===== config.mk =====
export PLATFORM = sky130hd
export DESIGN_NAME = solo_txn_monitor
export DESIGN_NICKNAME = d
export VERILOG_FILES = /design/src/rtl/solo_txn_pkg.sv /design/src/rtl/solo_txn_ctrl.sv /design/src/rtl/solo_txn_dp.sv /design/src/rtl/solo_txn_monitor.sv
export SDC_FILE = /design/constraint.sdc
export NUM_CORES = 1
export LEC_CHECK = 0
export CAP_MARGIN = 20
export CELL_PAD_IN_SITES_DETAIL_PLACEMENT = 1
export CELL_PAD_IN_SITES_GLOBAL_PLACEMENT = 1
export CORE_UTILIZATION = 37
export CTS_BUF_LIST = sky130_fd_sc_hd__clkbuf_4 sky130_fd_sc_hd__clkbuf_8 sky130_fd_sc_hd__clkbuf_16
export DETAILED_ROUTE_END_ITERATION = 8
export PLACE_DENSITY = 0.88
export SYNTH_ARGS = -nofsm -noshare
export SYNTH_HDL_FRONTEND = slang
export SYNTH_SLANG_ARGS = --single-unit
export TNS_END_PERCENT = 50

===== constraint.sdc =====
create_clock -name clk -period 2.2 [get_ports clk]
set_clock_uncertainty 0.1 [all_clocks]
set_input_delay 0.22 -clock clk [delete_from_list [all_inputs] [get_ports clk]]
set_output_delay 0.22 -clock clk [all_outputs]
set_load 0.01 [all_outputs]

===== src/rtl/solo_txn_pkg.sv =====
package solo_txn_pkg;

  typedef enum logic [1:0] {
    ST_IDLE     = 2'd0,
    ST_WAIT_RSP = 2'd1,
    ST_WAIT_LOW = 2'd2
  } txnState_t;

  typedef struct packed {
    logic closeTxn;
    logic errOverlap;
    logic errStray;
  } ctrlStrobe_t;

  localparam int CODE_W = 2;
  localparam logic [CODE_W-1:0] CODE_NONE    = 2'd0;
  localparam logic [CODE_W-1:0] CODE_OVERLAP = 2'd1;
  localparam logic [CODE_W-1:0] CODE_STRAY   = 2'd2;

endpackage


===== src/rtl/solo_txn_ctrl.sv =====
module solo_txn_ctrl
  import solo_txn_pkg::*;
(
  input  logic        clk,
  input  logic        rstN,
  input  logic        reqValid,
  input  logic        reqReady,
  input  logic        rspValid,
  input  logic        rspReady,
  output ctrlStrobe_t strobe,
  output logic        busy
);

  txnState_t state, nxtState;
  logic reqHs, rspHs;

  // handshakes need both halves
  assign reqHs = reqValid & reqReady;
  assign rspHs = rspValid & rspReady;

  always_comb begin
    nxtState = state;
    strobe   = '0;
    unique case (state)
      ST_IDLE: begin
        // a response with nothing open
        if (rspHs) strobe.errStray = 1'b1;
        // the opening cycle's response is not the answer
        if (reqHs) nxtState = ST_WAIT_RSP;
      end
      ST_WAIT_RSP: begin
        if (reqHs) begin
          strobe.errOverlap = 1'b1;   // new request replaces the open one
          nxtState = ST_WAIT_RSP;
        end else if (rspHs) begin
          nxtState = ST_WAIT_LOW;
        end
      end
      ST_WAIT_LOW: begin
        if (reqHs) begin
          strobe.errOverlap = 1'b1;   // even in the would-be closing cycle
          nxtState = ST_WAIT_RSP;
        end else if (!rspHs) begin
          strobe.closeTxn = 1'b1;
          nxtState = ST_IDLE;
        end
      end
      default: nxtState = ST_IDLE;
    endcase
  end

  always_ff @(posedge clk or negedge rstN) begin
    if (!rstN) state <= ST_IDLE;
    else       state <= nxtState;
  end

  assign busy = (state != ST_IDLE);

endmodule


===== src/rtl/solo_txn_dp.sv =====
module solo_txn_dp
  import solo_txn_pkg::*;
#(
  parameter int CNT_W = 16
) (
  input  logic              clk,
  input  logic              rstN,
  input  ctrlStrobe_t       strobe,
  output logic              errPulse,
  output logic              errSticky,
  output logic [CODE_W-1:0] errCode,
  output logic [CNT_W-1:0]  txnCount
);

  localparam logic [CNT_W-1:0] CNT_ONE = CNT_W'(1);

  logic anyErr;
  assign anyErr = strobe.errOverlap | strobe.errStray;

  always_ff @(posedge clk or negedge rstN) begin
    if (!rstN) begin
      errPulse  <= 1'b0;
      errSticky <= 1'b0;
      errCode   <= CODE_NONE;
      txnCount  <= '0;
    end else begin
      errPulse  <= anyErr;
      errSticky <= errSticky | anyErr;
      if (strobe.errOverlap)    errCode <= CODE_OVERLAP;
      else if (strobe.errStray) errCode <= CODE_STRAY;
      if (strobe.closeTxn)      txnCount <= txnCount + CNT_ONE;
    end
  end

endmodule


===== src/rtl/solo_txn_monitor.sv =====
module solo_txn_monitor
  import solo_txn_pkg::*;
#(
  parameter int CNT_W = 16
) (
  input  logic              clk,
  input  logic              rstN,
  input  logic              reqValid,
  input  logic              reqReady,
  input  logic              rspValid,
  input  logic              rspReady,
  output logic              busy,
  output logic              errPulse,
  output logic              errSticky,
  output logic [1:0]        errCode,
  output logic [CNT_W-1:0]  txnCount
);

  ctrlStrobe_t strobe;

  solo_txn_ctrl uCtrl (
    .clk(clk), .rstN(rstN),
    .reqValid(reqValid), .reqReady(reqReady),
    .rspValid(rspValid), .rspReady(rspReady),
    .strobe(strobe), .busy(busy)
  );

  solo_txn_dp #(.CNT_W(CNT_W)) uDp (
    .clk(clk), .rstN(rstN), .strobe(strobe),
    .errPulse(errPulse), .errSticky(errSticky),
    .errCode(errCode), .txnCount(txnCount)
  );

endmodule


### Yosys cells after proc, flatten, opt, wreduce, memory -nomap -nowiden

Cells that the tools add are included.

| word-level totals | value |
|---|---|
| bits in latches | 0 |
| output and inout bits | 21 |
| bits in read-only memories | 0 |
| memories kept | 0 |
| RAM bits | 0 |
| input bits | 6 |
| logic and storage cells | 35 |
| register bits | 22 |

| operators by class | value |
|---|---|
| magnitude comparators | 0 |
| muxes and demuxes | 15 |
| reductions and logical operators | 5 |
| add/subtract/negate cells | 1 |
| bitwise gates (word level) | 4 |
| equality and inequality tests | 5 |
| div/mod/pow operators | 0 |
| $mul | 0 |
| shift-type cells | 0 |

Operators by type and width:

| operator | number |
|---|---|
| $add A16 B1 Y16 const B | 1 |
| $mux W2 | 7 |
| $mux W1 | 7 |
| $pmux W2 S3 | 1 |
| $reduce_bool A2 Y1 | 2 |
| $ne A3 B1 Y1 const B | 1 |
| $ne A3 B2 Y1 const B | 1 |
| $reduce_and A3 Y1 | 1 |
| $and A1 B1 Y1 | 2 |
| $eq A2 B1 Y1 const B | 1 |
| $eq A2 B2 Y1 const B | 1 |
| $logic_not A2 Y1 | 1 |
| $ne A2 B1 Y1 const B | 1 |
| $or A1 B1 Y1 | 2 |
| $reduce_or A2 Y1 | 1 |

### Logic depth before layout (Yosys ltp)

| depth | value |
|---|---|
| word-level depth | 5 |
| gate-level depth with buffers | 6 |
| mapped depth without buffers | 6 |

### Cells and area by module

From an unflattened synthesis, not the netlist that was laid out.

| unflattened totals | value |
|---|---|
| cells, all modules | 87 |
| area, all modules | 1021.0 um2 |

Modules (own cells, without submodules):

| module | cells each | instances | sequential area each (um2) | area an instance (um2) |
|---|---|---|---|---|
| solo_txn_dp | 64 | 1 | 500.5 | 814.5 |
| solo_txn_ctrl | 23 | 1 | 50.0 | 206.4 |

### Worst setup path after synthesis

Ideal clock, no wire load.

| path | value |
|---|---|
| kind | reg-to-reg |
| start point | register uCtrl.state[0] |
| end point | register uDp.txnCount[14] |
| cell stages (with the launch flop) | 7 |
| buffers on the path | 0 |
| library setup time | 0.125 ns |
| data arrival time | 1.393 ns |
| path slack | 0.582 ns |
| path through | dfrtp_1 -> inv_1 -> ha_1 -> and4_4 -> and4_1 -> nand2_1 -> xnor2_1 |

| between the ends | value |
|---|---|
| cells in the longest elaborated chain, start to end | 2 |

RTL lines:

| what | RTL line | RTL |
|---|---|---|
| start: declaration | solo_txn_ctrl.sv:14 | `txnState_t state, nxtState;` |
| start signal: assignment | solo_txn_ctrl.sv:54 | `else state <= nxtState;` |
| $eq A2 B2 Y1 | solo_txn_ctrl.sv:24 | `unique case (state)` |
| $mux W1 | solo_txn_ctrl.sv:24 |  |
| end signal: assignment | solo_txn_dp.sv:31 | `if (strobe.closeTxn) txnCount <= txnCount + CNT_ONE;` |
| end: declaration | solo_txn_dp.sv:12 | `output logic [CNT_W-1:0] txnCount` |

Every way passes these cells.
A chain may end at the register's enable or synchronous reset.

### Worst setup path in the final report

| path | value |
|---|---|
| start point | register uCtrl.state[1] |
| end point | output busy |

| between the ends | value |
|---|---|
| cells in the longest elaborated chain, start to end | 1 |

RTL lines:

| what | RTL line | RTL |
|---|---|---|
| $reduce_bool A2 Y1 | solo_txn_ctrl.sv:57 | `assign busy = (state != ST_IDLE);` |
| end: declaration | solo_txn_monitor.sv:12 | `output logic busy,` |

Every way passes these cells.

==> Implementation_results.wiki <==
{| class="wikitable"
! Metric !! Value
|-
| Maximum number of buffers from clock root to sink || 2
|-
| Area of the multi-input gates || 513 um2
|-
| Reported leakage power || 0.658 nW
|-
| EDFF count, synth || 0
|-
| Number of buffers added on ports || 26
|-
| Slack of the worst reg-to-reg path || 0.42 ns
|-
| Mean instance size in the synthesized netlist || 11.5 um2
|-
| Sequential share of the synthesized area || 50.3%
|-
| Flops & latches, synth || 22
|-
| Number of buffers inserted to repair setup after CTS || 0
|-
| Post-synthesis async set-or-reset flop share || 100%
|-
| Most repeated cell in the gate-level netlist after synthesis || sky130_fd_sc_hd__dfrtp_1
|-
| Quantity of gates resized following cts || 0
|-
| CTS Hold Bufs || 0
|-
| Area of the placeable core || 2780 um2
|-
| First-pass GRT wire length || 3.96 mm
|-
| Fraction of post-synthesis cell area in the top cell type by area || 50.3%
|-
| Total I/O pin count || 27
|-
| Minimum clock period || 2.04 ns
|-
| GRT overflow || 0
|-
| Number of global-route vias before repair || 832
|-
| Aggregate global-route resource usage || 16.1%
|-
| Routability congestion estimate || 0.747
|-
| Per-cell via count in the routed design || 5.19
|-
| Maximum net fanout on the critical path || 6
|-
| Number of antenna violations at the first check in global routing || 0
|-
| Setup WS post-layout || 0.156 ns
|-
| Via count || 805
|-
| Endpoint of the most critical register-to-register path || uDp.txnCount[12]
|-
| Overall die area || 3180 um2
|-
| Power per cell area || 746 nW/um2
|-
| Diode insertion count for antenna repair || 0
|-
| Root Buffer Master || sky130_fd_sc_hd__clkbuf_4
|-
| Tightest slew margin relative to the limit || 81.0%
|-
| Height of the die || 56.4 um
|-
| Final net count || 138
|-
| Post-synthesis cell type count || 27
|-
| Worst slack at placement || 0.270 ns
|-
| Maximum number of pins on one net before global-route repair || 23
|-
| Syn_nets || 107
|-
| TritonCTS clock tree || yes
|-
| Width of the chip || 56.4 um
|-
| Yosys top cell by area || sky130_fd_sc_hd__dfrtp_1
|-
| Final sum of negative setup slack || 0 ns
|-
| Number of max-slew violations in the final report || 0
|-
| Synth Warn # || 0
|-
| Unrepaired setup endpoints after global routing || no
|-
| Remaining DRCs || 0
|-
| Launch point of the critical path || uCtrl.state[1]
|-
| Initial core utilization || 39.3%
|-
| Dominant synthesized flop cell || sky130_fd_sc_hd__dfrtp_1
|-
| Startpoint of the worst-slack reg-to-reg timing path || uCtrl.state[0]
|-
| Final-layout fill cell count || 318
|-
| Remaining number of nets flagged by the antenna check after routing || 0
|-
| Sequential Area || 551 um2
|-
| Number of maximum-capacitance violations || 0
|-
| Path class of the lowest-slack min-delay path || input pin to asynchronous set/reset pin
|-
| Run status || finished, final reports clean
|-
| Final Hold Violating Endpoints || 0
|-
| Post-synthesis cell area || 1090 um2
|-
| Most frequent cells after synthesis || sky130_fd_sc_hd__dfrtp_1, sky130_fd_sc_hd__nand2_1, sky130_fd_sc_hd__xnor2_1, sky130_fd_sc_hd__ha_1, sky130_fd_sc_hd__xor2_1
|-
| 1st-pass router iterations || 4
|-
| Destination of the critical timing path || busy
|-
| Post-synthesis instance total || 95
|-
| DR iter-0 viols || 9
|-
| Wire length per cell after detailed routing || 15.0 um
|-
| TritonCTS sink count || 22
|-
| Relative area change from synthesis to final layout || 29.1%
|-
| Main area contributors after synthesis || sky130_fd_sc_hd__dfrtp_1, sky130_fd_sc_hd__xnor2_1, sky130_fd_sc_hd__ha_1, sky130_fd_sc_hd__xor2_1, sky130_fd_sc_hd__nand2_1
|-
| Worst Path Arrival || 1.72 ns
|-
| Reg clk slew, reported paths || 0.11 ns
|-
| Total Routed Length || 2.32 mm
|-
| Fin crit share || 92.9%
|-
| Category of the worst setup path launch point || flip-flop
|-
| Highest achievable clock rate || 489 MHz
|-
| Proportion of layout cells with a drive suffix above 1 || 9.68%
|-
| Depth of the CTS H-tree || 1
|-
| Tightest Pin Transition || 0.285 ns
|-
| Inserted Clock Buffers || 3
|-
| WP data required || 1.88 ns
|-
| Floorplan row count || 19
|-
| Power, Total || 1.05 mW
|-
| Crit Path Category || flip-flop to output pin
|-
| Endpoint type of the worst setup path || output pin
|-
| Final count of negative-setup-slack endpoints || 0
|-
| Worst skew pair latency || 0.31 ns
|-
| Worst vdd rail ir drop || 0.491 mV
|-
| Worst-case reg-to-reg path depth || 6
|-
| Post-DP HPWL || 1.79 mm
|}
per-stage QoR:
stage,hold WS [ns],utilization (%),cell area [um2],cells
2_1_floorplan,-0.176,-,1090,95
3_3_place_gp,0.354,49.9,1390,152
3_5_place_dp,0.361,49.9,1390,152
4_1_cts,0.147,50.7,1410,155
5_1_grt,0.142,50.7,1410,155
6_report,0.141,50.7,1410,155
power by group:
part | switching (mW) | internal [mW]
Sequential | 0.0503 | 0.460
Clock | 0.121 | 0.0642
Combinational | 0.169 | 0.187
Total | 0.340 | 0.712
cells in the final DEF (no fill, tap or decap), drive strengths merged:
master and instances:
a2bb2oi 1, mux2 1, ha 6, a21boi 1, and3 3, clkdlybuf4s50 26, clkbuf 3, o32ai 1
and4 4, xnor2 9, a32oi 1, dfrtp 22, nor2 4, a21oi 1, or2 1, buf 1
a31oi 1, nand4 4, nand2 12, a21o 1, a22oi 1, nand3 5, inv 5, nor3 3
xor2 6, and2 1
state kept, by name, indices dropped and copies added (netlist names):
name	count
uDp.errCode	2
uCtrl.state	2
uDp.errPulse	1
uDp.errSticky	1
uDp.txnCount	16
critical path: stages (launching register included):
cell	delay, ns
sky130_fd_sc_hd__dfrtp_1	0.47
sky130_fd_sc_hd__inv_1	0.10
sky130_fd_sc_hd__ha_1	0.23
sky130_fd_sc_hd__inv_1	0.08
sky130_fd_sc_hd__clkdlybuf4s50_1	0.53
how the worst min path moves through the flow:
stage | endpoint | depth (start not counted) | slack (ns)
floorplan | uCtrl.state[0] | 0 | -0.18
global placement | uDp.errSticky | 1 | 0.35
detailed placement | uDp.txnCount[15] | 1 | 0.36
CTS | uDp.txnCount[9] | 2 | 0.15
global route | uDp.txnCount[11] | 2 | 0.14
finish | uDp.txnCount[15] | 2 | 0.14
area by class of cell:
type	count	share of cell area, %
clock buffers	3	1.60
inverters	5	1.33
multi-input cells	67	36.3
well taps	31	2.75
repair buffers	27	19.0
flip-flops and latches	22	39.0
routing by layer:
metal | global-route usage [%] | wire, um | up-vias
met5 | 0 | 0 | -
met4 | 5.23 | 21 | 0
met3 | 2.30 | 81 | 2
met2 | 26.7 | 1170 | 17
met1 | 21.6 | 1050 | 399
li1 | - | - | 387
kinds of logic after synthesis:
kind of cell               Yosys count  share of synthesized area (%)
AOI/OAI and AO/OA                    8                           6.75
DFF                                 22                           50.3
xor gates and xnor gates            15                           12.0
adders and majority gates            6                           6.86
and+or+nand+nor                     37                           20.3
muxes                                1                           1.03
buffers and inverters                6                           2.75
Power figures use the tool's default switching activity.
